File: config.mk
export PLATFORM = sky130hd
export DESIGN_NAME = tourn_pred
export DESIGN_NICKNAME = d
export VERILOG_FILES = /design/src/rtl/tourn_pkg.sv /design/src/rtl/sat_ctr_bank.sv /design/src/rtl/ghist_reg.sv /design/src/rtl/tourn_pred.sv
export SDC_FILE = /design/constraint.sdc
export NUM_CORES = 1
export LEC_CHECK = 0
export BUFFER_PORTS_ARGS = -buffer_cell sky130_fd_sc_hd__buf_4
export CAP_MARGIN = 20
export CORE_UTILIZATION = 40
export CTS_CLUSTER_SIZE = 24
export DETAILED_ROUTE_END_ITERATION = 12
export SYNTH_ARGS = -nofsm -noshare
export SYNTH_HDL_FRONTEND = slang
export SYNTH_SLANG_ARGS = --single-unit
File: constraint.sdc
create_clock -name clk -period 2.2 [get_ports clk]
set_input_delay 0.44 -clock clk [delete_from_list [all_inputs] [get_ports clk]]
set_output_delay 0.44 -clock clk [all_outputs]
set_load 0.1 [all_outputs]
File: src/rtl/tourn_pkg.sv
package tourn_pkg;

   typedef enum logic {
      PICK_LOCAL  = 1'b0,
      PICK_GLOBAL = 1'b1
   } pick_e;

   typedef struct packed {
      logic  valid;
      logic  taken;
      logic  loc_ok;
      logic  glb_ok;
   } resolve_s;

endpackage

File: src/rtl/sat_ctr_bank.sv
module sat_ctr_bank #(
   parameter int IDX_W = 4,
   parameter int CTR_W = 2,
   localparam int ENTRIES = 1 << IDX_W
) (
   input  logic                               clk,
   input  logic                               rst_n,
   input  logic [IDX_W-1:0]                   rd_idx,
   output logic                               rd_hi,
   input  logic                               wr_en,
   input  logic [IDX_W-1:0]                   wr_idx,
   input  logic                               wr_up,
   output logic [ENTRIES-1:0][CTR_W-1:0]      state_o
);

   localparam logic [CTR_W-1:0] CTR_MAX  = {CTR_W{1'b1}};
   localparam logic [CTR_W-1:0] CTR_INIT = CTR_MAX >> 1;

   if (IDX_W < 1 || IDX_W > 10) begin : g_bad_idx
      $error("sat_ctr_bank: IDX_W out of range");
   end
   if (CTR_W < 2 || CTR_W > 8) begin : g_bad_ctr
      $error("sat_ctr_bank: CTR_W out of range");
   end

   for (genvar i = 0; i < ENTRIES; i++) begin : g_ent
      logic hit;
      assign hit = wr_en && (wr_idx == IDX_W'(i));

      always_ff @(posedge clk) begin
         if (!rst_n) begin
            state_o[i] <= CTR_INIT;
         end else if (hit) begin
            if (wr_up && state_o[i] != CTR_MAX) begin
               state_o[i] <= state_o[i] + 1'b1;
            end else if (!wr_up && state_o[i] != '0) begin
               state_o[i] <= state_o[i] - 1'b1;
            end
         end
      end
   end

   assign rd_hi = state_o[rd_idx][CTR_W-1];

endmodule

File: src/rtl/ghist_reg.sv
module ghist_reg #(
   parameter int HIST_W = 4
) (
   input  logic              clk,
   input  logic              rst_n,
   input  logic              shift_en,
   input  logic              bit_in,
   output logic [HIST_W-1:0] hist_o
);

   if (HIST_W < 1 || HIST_W > 10) begin : g_bad_w
      $error("ghist_reg: HIST_W out of range");
   end

   if (HIST_W == 1) begin : g_one
      always_ff @(posedge clk) begin
         if (!rst_n)        hist_o <= '0;
         else if (shift_en) hist_o <= bit_in;
      end
   end else begin : g_many
      always_ff @(posedge clk) begin
         if (!rst_n)        hist_o <= '0;
         else if (shift_en) hist_o <= {hist_o[HIST_W-2:0], bit_in};
      end
   end

endmodule

File: src/rtl/tourn_pred.sv
module tourn_pred
   import tourn_pkg::*;
#(
   parameter int PC_W      = 32,
   parameter int LOC_IDX_W = 4,
   parameter int HIST_W    = 4,
   parameter int SEL_IDX_W = 4,
   parameter int DIR_CTR_W = 2,
   parameter int SEL_CTR_W = 2
) (
   input  logic            clk,
   input  logic            rst_n,
   input  logic [PC_W-1:0] lk_pc,
   output logic            lk_taken,
   output logic            lk_local,
   output logic            lk_global,
   output logic            lk_use_global,
   input  logic            rs_valid,
   input  logic [PC_W-1:0] rs_pc,
   input  logic            rs_taken,
   input  logic            rs_local,
   input  logic            rs_global
);

   localparam int LOC_N = 1 << LOC_IDX_W;
   localparam int GLB_N = 1 << HIST_W;
   localparam int SEL_N = 1 << SEL_IDX_W;

   if (LOC_IDX_W > PC_W || SEL_IDX_W > PC_W) begin : g_bad_pc
      $error("tourn_pred: index wider than PC");
   end

   logic [HIST_W-1:0]                     ghr;
   logic [LOC_N-1:0][DIR_CTR_W-1:0]       lctr_st;
   logic [GLB_N-1:0][DIR_CTR_W-1:0]       gctr_st;
   logic [SEL_N-1:0][SEL_CTR_W-1:0]       sel_st;
   logic                                  sel_hi;
   pick_e                                 pick;
   resolve_s                              rs;

   assign rs.valid  = rs_valid;
   assign rs.taken  = rs_taken;
   assign rs.loc_ok = (rs_local  == rs_taken);
   assign rs.glb_ok = (rs_global == rs_taken);

   sat_ctr_bank #(.IDX_W(LOC_IDX_W), .CTR_W(DIR_CTR_W)) u_local (
      .clk     (clk),
      .rst_n   (rst_n),
      .rd_idx  (lk_pc[LOC_IDX_W-1:0]),
      .rd_hi   (lk_local),
      .wr_en   (rs.valid),
      .wr_idx  (rs_pc[LOC_IDX_W-1:0]),
      .wr_up   (rs.taken),
      .state_o (lctr_st)
   );

   sat_ctr_bank #(.IDX_W(HIST_W), .CTR_W(DIR_CTR_W)) u_global (
      .clk     (clk),
      .rst_n   (rst_n),
      .rd_idx  (ghr),
      .rd_hi   (lk_global),
      .wr_en   (rs.valid),
      .wr_idx  (ghr),
      .wr_up   (rs.taken),
      .state_o (gctr_st)
   );

   sat_ctr_bank #(.IDX_W(SEL_IDX_W), .CTR_W(SEL_CTR_W)) u_chooser (
      .clk     (clk),
      .rst_n   (rst_n),
      .rd_idx  (lk_pc[SEL_IDX_W-1:0]),
      .rd_hi   (sel_hi),
      .wr_en   (rs.valid && (rs.loc_ok != rs.glb_ok)),
      .wr_idx  (rs_pc[SEL_IDX_W-1:0]),
      .wr_up   (rs.glb_ok),
      .state_o (sel_st)
   );

   ghist_reg #(.HIST_W(HIST_W)) u_hist (
      .clk      (clk),
      .rst_n    (rst_n),
      .shift_en (rs.valid),
      .bit_in   (rs.taken),
      .hist_o   (ghr)
   );

   assign pick          = sel_hi ? PICK_GLOBAL : PICK_LOCAL;
   assign lk_use_global = (pick == PICK_GLOBAL);
   assign lk_taken      = (pick == PICK_GLOBAL) ? lk_global : lk_local;

endmodule

# Yosys cells after proc, flatten, opt, wreduce, memory -nomap -nowiden
# Index checks and enable logic that the tools add are counted.
[totals]
regBits = 100
latch_bits = 0
ram_bits = 0
rom_bits = 0
input_bits = 70
out_inout_bits = 4
word_cells = 625
n_memories = 0
[classes]
n_addsub = 96
multipliers = 0
div = 0
order_cmp = 2
n_eq_ne = 81
n_shift = 0
mux = 104
bitwise_logic = 0
n_reduce_logical = 293
[ops]
columns = ["cell", "n"]
rows = [
  ["2-bit 2-to-1 mux", 99],
  ["2-bit nonzero test", 96],
  ["1-bit logical AND", 145],
  ["2-bit by 1-bit adder with 2-bit output, second input constant", 48],
  ["2-bit != test, second input constant", 48],
  ["2-bit AND reduction", 48],
  ["2-bit by 1-bit subtractor with 2-bit output, second input constant", 48],
  ["4-bit == test, second input constant", 16],
  ["4-bit by 3-bit == test with 1-bit output, second input constant", 8],
  ["2-bit binary-select mux with 4-bit select", 3],
  ["4-bit by 2-bit == test with 1-bit output, second input constant", 4],
  ["4-bit by 5-bit < comparator with 1-bit output, second input constant", 2],
  ["4-bit by 1-bit == test with 1-bit output, second input constant", 2],
  ["4-bit logical NOT", 2],
  ["1-bit == test", 2],
  ["1-bit logical NOT", 2],
  ["1-bit 2-to-1 mux", 2],
  ["1-bit != test", 1],
]

# Longest topological paths before layout
# Gate-level depths: netlist (run 1).
[logic_depth]
depth_word = 5
mapped_depth = 7
mapped_depth_nobuf = 4

# Hierarchy
# Synthesis (run 1) repeated with hierarchy kept, for this count alone.
[hier_totals]
cells_unflattened = 704
hier_area_um2 = 6044.5
[modules_own_cells]
columns = ["mod", "instances", "cells_each", "area_per_inst_um2", "seq_area_each_um2"]
rows = [
  ["sat_ctr_bank (u_chooser ...)", 2, 229, 1929.4, 640.6],
  ["sat_ctr_bank (u_local)", 1, 229, 1994.4, 640.6],
  ["ghist_reg", 1, 13, 156.4, 80.1],
  ["tourn_pred", 1, 4, 35.0, 0.0],
]

# Worst setup path after synthesis (run 1)
# Ideal clock, no wire load.
[synth_path]
path_type = "input to output"
startpoint = "in lk_pc[0]"
endpoint = "out lk_taken"
arrival_ns = 2.768
required_time_ns = 1.760
path_slack_ns = -1.008
stages = 5
n_path_buf = 1
path_cell_list = "buf_6 -> mux4_2 -> a22oi_1 -> nand3_1 -> mux2_4"
[synth_via]
elab_cells_between_ends = 6
classes_between = "6 x mux"
[synth_rtl]
columns = ["item", "line_no", "text"]
rows = [
  ["start, declared", "tourn_pred.sv:13", "input logic [PC_W-1:0] lk_pc,"],
  ["2-bit binary-select mux with 4-bit select", "sat_ctr_bank.sv:43", "assign rd_hi = state_o[rd_idx][CTR_W-1];"],
  ["2-bit 2-to-1 mux (implied by the code)", "sat_ctr_bank.sv:43", ""],
  ["named net lk_local", "tourn_pred.sv:15", "output logic lk_local,"],
  ["1-bit 2-to-1 mux", "tourn_pred.sv:89", "assign lk_taken = (pick == PICK_GLOBAL) ? lk_global : lk_local;"],
  ["end, declared", "tourn_pred.sv:14", "output logic lk_taken,"],
]
# The timed path passes the listed nets, and every way through them passes these cells. The select of a mux whose other input is x is not followed.

# Final worst setup path (run 1)
[layout_path]
startpoint = "reg u_hist.hist_o[0]"
endpoint = "out lk_taken"
[layout_via]
elab_chain_len = 3
[layout_lines]
columns = ["item", "line_no", "text"]
rows = [
  ["start, declared", "ghist_reg.sv:8", "output logic [HIST_W-1:0] hist_o"],
  ["start signal, assigned", "ghist_reg.sv:23", "else if (shift_en) hist_o <= {hist_o[HIST_W-2:0], bit_in};"],
  ["2-bit binary-select mux with 4-bit select", "sat_ctr_bank.sv:43", ""],
  ["2-bit 2-to-1 mux (implied by the code)", "sat_ctr_bank.sv:43", ""],
  ["1-bit 2-to-1 mux", "tourn_pred.sv:89", ""],
]
# Every way passes these cells. The select of a mux whose other input is x is not followed.

==> results of run 1 <==
==> cell families (layout without fill, tap and decap cells) <==
| logic type | count (synthesis) | count (layout) | share of synthesized area |
|---|---|---|---|
| AOI/OAI and AO/OA | 268 | 268 | 0.292 |
| and+or+nand+nor | 266 | 266 | 0.245 |
| DFF | 100 | 100 | 0.345 |
| buffers and inverters | 69 | 66 | 0.0528 |
| muxes | 18 | 18 | 0.0591 |
| xor gates and xnor gates | 4 | 4 | 0.00604 |
==> power by group through the flow <==
stage	logic (mW)	clock network, mW	registers, mW
after detailed placement	0.726	0	2.11
after global routing	0.836	1.78	2.09
after global placement	0.691	0	2.09
after CTS	0.765	1.69	2.07
after floorplan	0.542	0	2.06
final	0.770	1.65	2.07
==> worst reg2reg max path, delay by kind of cell, from the launching register on <==
family	cells	cell delay [ps]
DFF	1	520
and+or+nand+nor	2	850
AOI/OAI and AO/OA	2	260
==> through the flow <==
stage / setup WS (ps) / setup TNS, ps / total power, mW / instances
after floorplan: -370 / -370 / 2.60 / 725
after global placement: -257 / -489 / 2.79 / 884
after detailed placement: -283 / -564 / 2.83 / 884
after CTS: -292 / -623 / 4.52 / 902
after global routing: -355 / -862 / 4.70 / 902
final: -285 / -594 / 4.49 / 902
==> sequential cells by signal, indices dropped and copies added, names as in the netlist <==
| signal | count |
|---|---|
| u_hist.hist_o | 4 |
| u_global.state_o | 32 |
| u_local.state_o | 32 |
| u_chooser.state_o | 32 |
==> worst max path at each step <==
stage	end
finish	lk_taken
global route	lk_taken
floorplan	lk_taken
detailed placement	lk_taken
global placement	lk_taken
CTS	lk_taken
==> timing repair <==
action / in CTS / in global routing
pin swaps: 3 / 0
endpoints found under the setup margin: 4 / 4
gates resized for setup: 25 / 1
buffers inserted: 4 / 1
==> cells in the mapped netlist (9+ instances only) <==
master / number / area share
nand3_1: 36 / 0.031
a21boi_0: 43 / 0.056
nand2_1: 43 / 0.028
nor4_1: 20 / 0.022
o31ai_1: 31 / 0.040
dfxtp_1: 100 / 0.35
buf_2: 20 / 0.017
a31oi_1: 15 / 0.016
a21oi_1: 32 / 0.028
and2_1: 14 / 0.015
or2_2: 11 / 0.012
a211oi_1: 9 / 0.012
nor2_1: 57 / 0.037
o21ai_0: 98 / 0.085
nor2b_1: 13 / 0.014
clkbuf_1: 44 / 0.028
mux4_2: 10 / 0.039
and3_1: 35 / 0.038
==> routing by layer <==
layer,vias up,share of wire,global-route usage
met4,0,0.023,0.0861
met5,-,0,0
li1,2689,-,-
met3,22,0.049,0.0474
met1,2687,0.43,0.262
met2,156,0.50,0.385
==> cell type report <==
type                    count  share of cell area
multi-input cells         556               0.539
repair buffers             51              0.0744
well taps                 180              0.0342
flip-flops and latches    100               0.306
clock buffers              14              0.0416
clock inverters             1             0.00456
==> cell usage in the layout (no fill, tap or decap), types with 6 or more instances in the layout <==
cell type / count
and3b_1: 6
buf_12: 8
and3_1: 35
nor2b_1: 13
o21ai_0: 98
mux4_2: 10
a31oi_1: 15
dfxtp_1: 93
a211oi_1: 9
o211ai_1: 8
buf_4: 41
nand3_1: 35
or2_2: 11
o31ai_1: 31
nand2_1: 42
nand4_1: 7
nor4_1: 20
a21oi_1: 32
o311ai_0: 8
clkbuf_16: 9
nor2_1: 57
a21boi_0: 43
and2_1: 14
nor3b_1: 8
==> impl_summary.md, run 1 <==
Run status
The flow ran to the end, but the final reports show violations. The final reports fail on setup timing.

Worst setup path
The critical path runs through a total of 5 cells. The endpoint of the worst-slack reg-to-reg timing path is u_global.state_o[13]. Across all register-to-register paths, the minimum setup slack is 490 ps. The worst setup path is of the reg2out kind. On the critical path, the stage with the largest delay is an instance of mux4_2.

Together, buffers and inverters on the worst path number 1. The signal on the critical path passes through mux4_2 > a22oi_2 > nand2_2 > mux2_4 > buf_12. Along the worst path, the maximum fanout reaches 6.

For the worst flop-to-flop path, the logic depth is 4. STA classifies the critical path endpoint as an output pin. In this design, the stage delay of the slowest critical-path cell is 520 ps. The cell family contributing the most delay on the critical path is multiplexers. The data arrival at the endpoint of the critical path is 2050 ps.

In this run the critical register-to-register path is launched from u_hist.hist_o[1]. The critical path starts at u_hist.hist_o[0]. The nature of the critical path startpoint is a flop.

STA puts the critical path data required time at 1760 ps.

Timing
The largest clock skew in the final design is 3.30 ps. Across all setup checks in the final design, the least slack found is -285 ps. The number of max-slew violations in the final report is 0. The post-route fraction of the period consumed by the critical path is 1.13. The final period demand of the worst path is 2490 ps. Final hold analysis gives a worst-case slack of 477 ps.

The measured slew at the worst slew-check pin is 607 ps. Setup repair after global routing could not meet its margin everywhere. The hold violation count in the final report is 0. Timing would allow up to 402 MHz.

Measured against its own limit, the worst slew margin works out to 0.595. The final setup violation count is 4.

Detailed routing
For this run, the detailed router's first-pass iteration total came to 5. The total wire length is 15,700 um. The DRC marker count from the first detailed-route iteration is 341. The via total after detailed routing is 5,554. The remaining antenna violation count after routing is 0. Dividing the detail-routed via count by the number of cells gives 6.16.

The remaining design rule violation count is 0. In the final routed layout, each cell accounts on average for 17.4 um.

Global route
For this run, the total global-route usage over all layers was measured as 0.221. The number of global-route vias before repair is 5,274. The sum of overflow across all layers after global routing is 0. Entering global routing, the biggest net connects 56 pins. The initial antenna violation count is 0. The first global-routing pass estimated 25,900 um of wire.

Synth
The total number of yosys warnings is 0. A synthesized cell averages 8.00 um2. In the synthesized netlist the async set-or-reset flop fraction comes to 0. After synthesis the cells add up to 5800 um2. Of the synthesized area, sequential elements account for 0.345. The number of synthesized flops with an enable pin is 0. When the netlist entered floorplanning its net count stood at 795. Yosys mapped the design onto 47 distinct sky130hd cell types. The count of mapped cells out of synthesis is 725. The most frequently used flop master after synthesis is dfxtp_1. The number of synthesized register bits is 100.

Floorplan
The total number of placement rows is 43. Measured along the x axis, the die boundary spans 122 um. The placeable core area is 14,000 um2. The starting density of the core is 0.415.

The number of top-level design ports is 74. The total die area is 15,000 um2. The die is 122 um tall.

Power and ir drop
Of the total power, the clock network draws 0.368. The power per unit of standard cell area is 682 nW/um2. The share of total power dissipated in sequential elements is 0.461. The cell leakage power is 2.42 nW.

The switching portion of total power is 0.281. VDD sags by at most 0.500 mV. The share of total power dissipated in combinational logic is 0.171. In this run the power spent charging and discharging nets is 1.26 mW. Cell internal power was estimated by the tool at 3.23 mW.

Place
In this run the tool buffered the top-level ports with 17 buffer cells. The detailed placement HPWL is 10,200 um. The congestion estimate from routability-driven global placement came to 0.780. The total placed instance area is 6180 um2.

Finish
The area added between synthesis and finish is 13.6%. The filler cell count in the final layout is 1,352. The post-layout net count is 788. The number of antenna diodes is 0. Across the whole layout, storage elements account for 2020 um2. The utilization after layout is 0.471. Summing all multi-input logic gate instances after layout gives 3550 um2. Of the cells placed in the final design, the portion with a size suffix greater than 1 is 0.148.

Summing all non-filler instances in the final layout gives an area of 6590 um2.

Clocking
At the later pin of the worst-skew pair, clock insertion delay measures 350 ps. The hold buffer count at cts is 0. Counting along the longest clock path gives a buffer depth of 2.

The clock transition at the register clock pins on the worst setup and hold paths after CTS is 60 ps. Counting every sink on the clock net gives 100. The number of clock buffers added by TritonCTS is 9. TritonCTS built the clock tree. The H-tree was split into 3 levels. In this run the clock root is driven by a clkbuf_16.

Worst hold path
The worst hold path terminates at u_global.state_o[16]. The worst hold path cell count is 2. In this run the most critical hold path is launched from rst_n. The min-delay analysis places its worst path in the category in2reg.

Run
The number of max-cap violations is 0.
Power figures use the tool's default switching activity.
==> run 2: changes to the inputs <==
--- a/config.mk
+++ b/config.mk
@@ -10,6 +10,8 @@
 export CORE_UTILIZATION = 40
 export CTS_CLUSTER_SIZE = 24
 export DETAILED_ROUTE_END_ITERATION = 12
+export RECOVER_POWER = 25
+export SETUP_SLACK_MARGIN = 0.3
 export SYNTH_ARGS = -nofsm -noshare
 export SYNTH_HDL_FRONTEND = slang
 export SYNTH_SLANG_ARGS = --single-unit
==> run 2 against run 1 <==
Net effect: the flow still finishes with violations (setup timing); final area decreased by 0.17%; register-to-register slack about the same; first-iteration DRC count increased by 20%; utilization decreased by 0.081 points; worst setup slack got worse by 42 ps; sequential share of layout area about the same; total power decreased by 0.79%; critical path depth increased by 1; maximum frequency decreased by 1.6%; critical path type unchanged; largest cell class unchanged.
==> impl_summary.md, run 2 (same netlist as run 1, synthesis figures left out) <==
Timing
The headroom to the max-slew limit was 0.267 (was 0.595). The setup slack after layout was -327 ps (was -285 ps). The final setup violation count is 4 (unchanged).

The final sum of negative setup slack is -697 ps (was -594 ps). The maximum clock frequency is 396 MHz (was 402 MHz). The measured slew at the worst slew-check pin came to 1100 ps (was 607 ps). Setup repair after global routing missed its margin: yes (unchanged). The worst hold slack across all endpoints is 463 ps (was 477 ps).

The post-route fraction of the period consumed by the critical path is 1.15 (was 1.13). The hold violation count in the final report is 0 (unchanged). The largest clock skew in the final design came to 4.79 ps (was 3.30 ps).

The number of max-slew violations in the final report is 0 (unchanged). The final period demand of the worst path is 2530 ps (was 2490 ps).

Place
The number of buffers added on ports is 17 (unchanged). The detailed placement HPWL was 10,200 um (about the same). The weighted congestion reported at the end of routability-driven placement came to 0.778 (was 0.780). The pre-CTS worst setup slack is -272 ps (was -283 ps).

Worst setup path
The start point of the critical path is u_hist.hist_o[0] (unchanged). The nature of the critical path startpoint is a flop (unchanged). The start-to-end type of the worst setup path is reg2out (unchanged).

Cell-by-cell listing of the critical path: buf_6 > mux4_2 > a22oi_2 > nand2_4 > mux2_4 > buf_12 (was mux4_2 > a22oi_2 > nand2_2 > mux2_4 > buf_12). The setup slack of the most critical reg-to-reg path is 500 ps (was 490 ps). The logic depth of the worst register-to-register path is 5 (was 4). The delay contributed by the slowest stage of the critical path is 500 ps (was 520 ps). The logic depth of the worst path, buffers included was 6 (was 5).

The slowest cell on the critical path is mux4_2 (unchanged). The largest fanout on the critical path is 4 (was 6). The cell family contributing the most delay on the critical path is multiplexers (unchanged). The last element of the critical path is lk_taken (unchanged). The data arrival at the endpoint of the critical path is 2090 ps (was 2050 ps). The endpoint of the worst-slack reg-to-reg timing path is u_global.state_o[18] (was u_global.state_o[13]). The data required time at the worst endpoint is 1760 ps (about the same). The number of buffer and inverter instances along the worst setup path is 2 (was 1). The start of the worst register-to-register path was u_hist.hist_o[1] (unchanged). The capturing element type of the critical path is an output pin (unchanged).

Clocking
The root buffer selected by CTS is clkbuf_16 (unchanged). The hold buffer count at cts came to 0 (unchanged). The TritonCTS buffer count is 9 (unchanged). The number of clock sinks seen by CTS was 100 (unchanged).

The clock transition at the register clock pins on the worst setup and hold paths after CTS is 70 ps (was 60 ps). The clock latency reported for the late side of the worst-skew pair is 350 ps (about the same). The clock tree from TritonCTS is built (unchanged).

The total number of H-tree levels is 3 (unchanged). The buffer levels on the longest clock path is 2 (unchanged).

Detailed routing
The remaining design rule violation count is 0 (unchanged). The remaining antenna violation count after routing is 0 (unchanged). The via total after detailed routing is 5,596 (was 5,554). The average wire length per cell after detail routing is 17.0 um (was 17.4 um).

The DRC marker count from the first detailed-route iteration is 408 (was 341). The detailed-route vias per instance is 6.18 (was 6.16). The total wire length came to 15,400 um (was 15,700 um). The number of iterations in the first detailed-routing pass was 5 (unchanged).

Power and ir drop
The maximum resistive drop on vdd was 0.418 mV (was 0.500 mV). The power per unit of standard cell area is 678 nW/um2 (was 682 nW/um2). The cell leakage power was 2.41 nW (was 2.42 nW).

Run
The number of max-cap violations came to 0 (unchanged).

Finish
The layout cell share with drive strength beyond 1 came to 0.150 (was 0.148). The number of antenna diodes is 0 (unchanged). Registers with the most flip-flops: u_chooser.state_o (32), u_global.state_o (32), u_local.state_o (32) (unchanged).

The filler cell count in the final layout is 1,362 (was 1,352). The most common cell after layout, fill and taps aside is o21ai_0 (unchanged). The post-layout net count came to 790 (was 788). Commonest cells after routing, fill and taps aside: o21ai_0, dfxtp_1, nor2_1, a21boi_0, nand2_1 (unchanged). The area added between synthesis and finish is 13.4% (was 13.6%).

Floorplan
The die height was 122 um (unchanged). The placeable core area is 14,000 um2 (unchanged). The starting density of the core was 0.415 (unchanged).

The total number of placement rows is 43 (unchanged). The number of top-level design ports is 74 (unchanged). The floorplan die width is 122 um (unchanged). The total die area was 15,000 um2 (unchanged).

Worst hold path
The type of the tightest min-delay check is in2reg (unchanged).

Global route
The global-route wire length before repair is 25,300 um (was 25,900 um). The number of global-route vias before repair is 5,195 (was 5,274). The initial antenna violation count is 0 (unchanged). The sum of overflow across all layers after global routing is 0 (unchanged). The largest net degree at the start of global routing is 93 (was 56). The overall global routing resource usage is 0.214 (was 0.221).

Run status
Violations in the final reports: setup timing (unchanged). Status: finished, violations left (unchanged).
[run 2: area by class of cell]
type	instances	area [um2]	area share
multi-input combinational	556	3550	0.540
sequential	100	2010	0.306
tap	180	225	0.0342
clock inverter	3	45.0	0.00685
timing repair buffer	53	482	0.0732
clock buffer	13	260	0.0396
[run 2: worst min-delay path, delay by kind of cell]
family	cells	cell delay [ps]
compound gates	2	150
buf+inv	1	170
[run 2: through the flow]
| stage | instances | power, mW | utilization | instance area, um2 |
|---|---|---|---|---|
| finish | 905 | 4.46 | 0.470 | 6580 |
| global route | 905 | 4.66 | 0.470 | 6580 |
| CTS | 905 | 4.50 | 0.471 | 6580 |
| detailed placement | 884 | 2.83 | 0.441 | 6170 |
| global placement | 884 | 2.78 | 0.441 | 6170 |
| floorplan | 725 | 2.60 | - | 5850 |
[run 2: report_power, final]
| group | total [mW] | switching, mW | leakage, nW | internal [mW] |
|---|---|---|---|---|
| Clock | 1.63 | 0.685 | 0.142 | 0.945 |
| Sequential | 2.07 | 0.138 | 0.817 | 1.93 |
| Combinational | 0.756 | 0.434 | 1.45 | 0.323 |
[run 2: worst min-delay path by stage]
stage | depth (start not counted) | slack [ps] | end | startpoint
floorplan | 2 | 450 | u_local.state_o[14] | u_local.state_o[14]
global placement | 2 | 460 | u_local.state_o[14] | u_local.state_o[14]
detailed placement | 1 | 480 | u_chooser.state_o[30] | u_chooser.state_o[30]
CTS | 3 | 450 | u_local.state_o[21] | rs_taken
global route | 3 | 460 | u_local.state_o[21] | rs_taken
finish | 3 | 460 | u_local.state_o[21] | rs_taken
[run 2: timing repair]
action / in CTS / in global routing
setup endpoints to repair: 4 / 5
gates resized for setup: 21 / 3
pin swaps: 5 / 2
setup buffers: 5 / 0
[run 2: layer usage]
metal | wire length (um) | global-route usage | part of all wire
met5 | 0 | 0 | 0
met4 | 471 | 0.0960 | 0.031
met3 | 697 | 0.0469 | 0.045
met2 | 7750 | 0.374 | 0.50
met1 | 6510 | 0.249 | 0.42
==> run 3: changes to the inputs <==
==> constraint.sdc (replaced) <==
create_clock -name clk -period 2.6 [get_ports clk]
set_input_delay 0.52 -clock clk [delete_from_list [all_inputs] [get_ports clk]]
set_output_delay 0.52 -clock clk [all_outputs]
set_load 0.1 [all_outputs]
==> run 3 against run 2 <==
Net effect: the flow now finishes without violations; worst setup slack improved by 350 ps; first-iteration DRC count rose by 25%; via count fell by 2.4%; critical path depth fell by 1; routed wire length rose by 0.52%; register-to-register slack improved by 300 ps; flip-flop and latch count did not move; combinational power fell by 17%; final area fell by 1.8%; final cell count fell by 1.4%; sequential power fell by 15%; global-route usage fell by 0.14 points; largest power group unchanged.
==> impl_summary.md, run 3 (same netlist as run 1, synthesis figures left out) <==
Run status
Status: completed (was finished, violations left).

Timing
The largest clock skew in the final design is 7.44 ps (was 4.79 ps). The maximum clock frequency is 388 MHz. The worst path needs 2580 ps of the cycle, external delays included.

The post-route fraction of the period consumed by the critical path is 0.991. The final setup violation count came to 0 (was 4). The hold violation count in the final report came to 0 (unchanged). The final sum of negative setup slack was 0 ps (was -697 ps).

The measured slew at the worst slew-check pin came to 1220 ps (was 1100 ps). Setup repair after global routing missed its margin: yes (unchanged). The headroom to the max-slew limit is 0.188 (was 0.267). The number of max-slew violations in the final report is 0 (unchanged).

Run
The number of max-cap violations is 0 (unchanged).

Power and ir drop
The cell leakage power is 2.34 nW (was 2.41 nW). The maximum resistive drop on vdd is 0.355 mV (was 0.418 mV). The power per unit of standard cell area was 584 nW/um2 (was 678 nW/um2). The sum of internal, switching and leakage power is 3.77 mW (was 4.46 mW).

Detailed routing
The detailed-route vias per instance is 6.12 (was 6.18). The number of iterations in the first detailed-routing pass is 6 (was 5). The total wire length is 15,500 um (was 15,400 um). The via total after detailed routing is 5,460 (was 5,596). The DRC marker count from the first detailed-route iteration is 509 (was 408). The remaining design rule violation count is 0 (unchanged). The average wire length per cell after detail routing is 17.4 um (was 17.0 um). The remaining antenna violation count after routing is 0 (unchanged).

Finish
The post-layout net count is 777 (was 790). Commonest cells after routing, fill and taps aside: o21ai_0, dfxtp_1, nor2_1, a21boi_0, nand2_1 (unchanged). The area of the multi-input gates came to 3550 um2 (about the same). The layout cell share with drive strength beyond 1 is 0.135 (was 0.150). The filler cell count in the final layout is 1,325 (was 1,362).

The final non-filler cell total is 892 (was 905). The flip-flop and latch area is 2020 um2 (was 2010 um2). The most common cell after layout, fill and taps aside is o21ai_0 (unchanged). The area added between synthesis and finish is 11.3% (was 13.4%). The utilization after layout is 0.462 (was 0.470). Registers with the most flip-flops: u_chooser.state_o (32), u_global.state_o (32), u_local.state_o (32) (unchanged).

The number of antenna diodes is 0 (unchanged).

Clocking
The clock latency reported for the late side of the worst-skew pair is 360 ps (was 350 ps). The root buffer selected by CTS is clkbuf_16 (unchanged). The clock tree from TritonCTS is built (unchanged). The number of clock sinks seen by CTS is 100 (unchanged).

The total number of H-tree levels came to 3 (unchanged). The clock transition at the register clock pins on the worst setup and hold paths after CTS was 70 ps (about the same). The hold buffer count at cts is 0 (unchanged). The buffer levels on the longest clock path is 2 (unchanged).

The TritonCTS buffer count is 9 (unchanged).

Global route
The number of global-route vias before repair was 5,188 (was 5,195). The overall global routing resource usage was 0.213 (was 0.214). The largest net degree at the start of global routing is 56 (was 93). The met2 track demand over resource is 0.376 (was 0.374).

The routing usage on met3 is 0.0390 (was 0.0469). The initial antenna violation count was 0 (unchanged). The most crowded layer after global routing was met2 (unchanged).

The met1 capacity usage during global routing is 0.248 (was 0.249). The global-route wire length before repair came to 25,000 um (was 25,300 um). The sum of overflow across all layers after global routing is 0 (unchanged).

Floorplan
The total number of placement rows is 43 (unchanged). The number of top-level design ports is 74 (unchanged). The starting density of the core is 0.415 (unchanged). The floorplan die width is 122 um (unchanged). The die height is 122 um (unchanged). The total die area came to 15,000 um2 (unchanged). The placeable core area was 14,000 um2 (unchanged).

Worst hold path
The type of the tightest min-delay check is reg2reg (was in2reg).

Worst setup path
The capturing element type of the critical path is an output pin (unchanged). The data arrival at the endpoint of the critical path is 2060 ps (was 2090 ps). The nature of the critical path startpoint was a flop (unchanged). The start-to-end type of the worst setup path is reg2out (unchanged).

The largest fanout on the critical path is 6 (was 4). The data required time at the worst endpoint was 2080 ps (was 1760 ps).

Place
The count of placed standard cells including taps came to 871 (was 884). The weighted congestion reported at the end of routability-driven placement is 0.762 (was 0.778). The detailed placement HPWL is 10,100 um (was 10,200 um). The number of buffers added on ports was 17 (unchanged).
[run 3: changes by cell type in the layout (fill, tap and decap cells not counted), sizes merged]
cell          previous run  this run
buf                     52        36
clkbuf                  14        15
clkinv                   0         2
clkinvlp                 2         1
dlymetal6s2s             0         1
[run 3: path summary, 6_finish.rpt]
kind / cells past startpoint / startpoint / to / slack, ps
max: 5 / u_hist.hist_o[0] / lk_taken / 20
max reg2reg: 5 / u_hist.hist_o[0] / u_global.state_o[30] / 800
min: 2 / u_chooser.state_o[2] / u_chooser.state_o[3] / 490
min reg2reg: 2 / u_chooser.state_o[2] / u_chooser.state_o[3] / 490
[run 3: metrics by stage]
stage / setup WS, ps / instance area [um2] / hold slack [ps]
2_1_floorplan: -130 / 5840 / 453
3_3_place_gp: -22.7 / 6050 / 465
3_5_place_dp: -33.8 / 6050 / 484
4_1_cts: 11.2 / 6440 / 495
5_1_grt: -13.6 / 6460 / 502
6_report: 23.6 / 6460 / 489
[run 3: repair_timing]
action | 4_1_cts | 5_1_grt
buffers inserted | 4 | 0
gates resized for setup | 18 | 11
setup endpoints to repair | 4 | 4
pin swaps | 3 | 2
[run 3: final cells by class]
class | count | area share
clock buffers | 12 | 0.0397
repair buffers | 40 | 0.0558
flip-flops and latches | 100 | 0.313
well taps | 180 | 0.0349
multi-input cells | 556 | 0.550
clock inverters | 4 | 0.00736
[run 3: where the power goes]
part           switching (mW)  internal (mW)  total [mW]
Combinational           0.366          0.259       0.625
Sequential              0.117           1.64        1.75
Clock                   0.598          0.796        1.39
[run 3: per-layer routing]
layer | vias to the layer above | part of all wire | wire, um
met5 | - | 0 | 0
met4 | 0 | 0.032 | 494
met3 | 34 | 0.039 | 598
met2 | 133 | 0.49 | 7550
met1 | 2622 | 0.44 | 6870
li1 | 2671 | - | -
[run 3: critical path: stages (launching register included)]
cell and delay (ps):
dfxtp_4 400, mux4_2 530, a22oi_2 190, nand2_2 120, mux2_4 290, buf_12 170
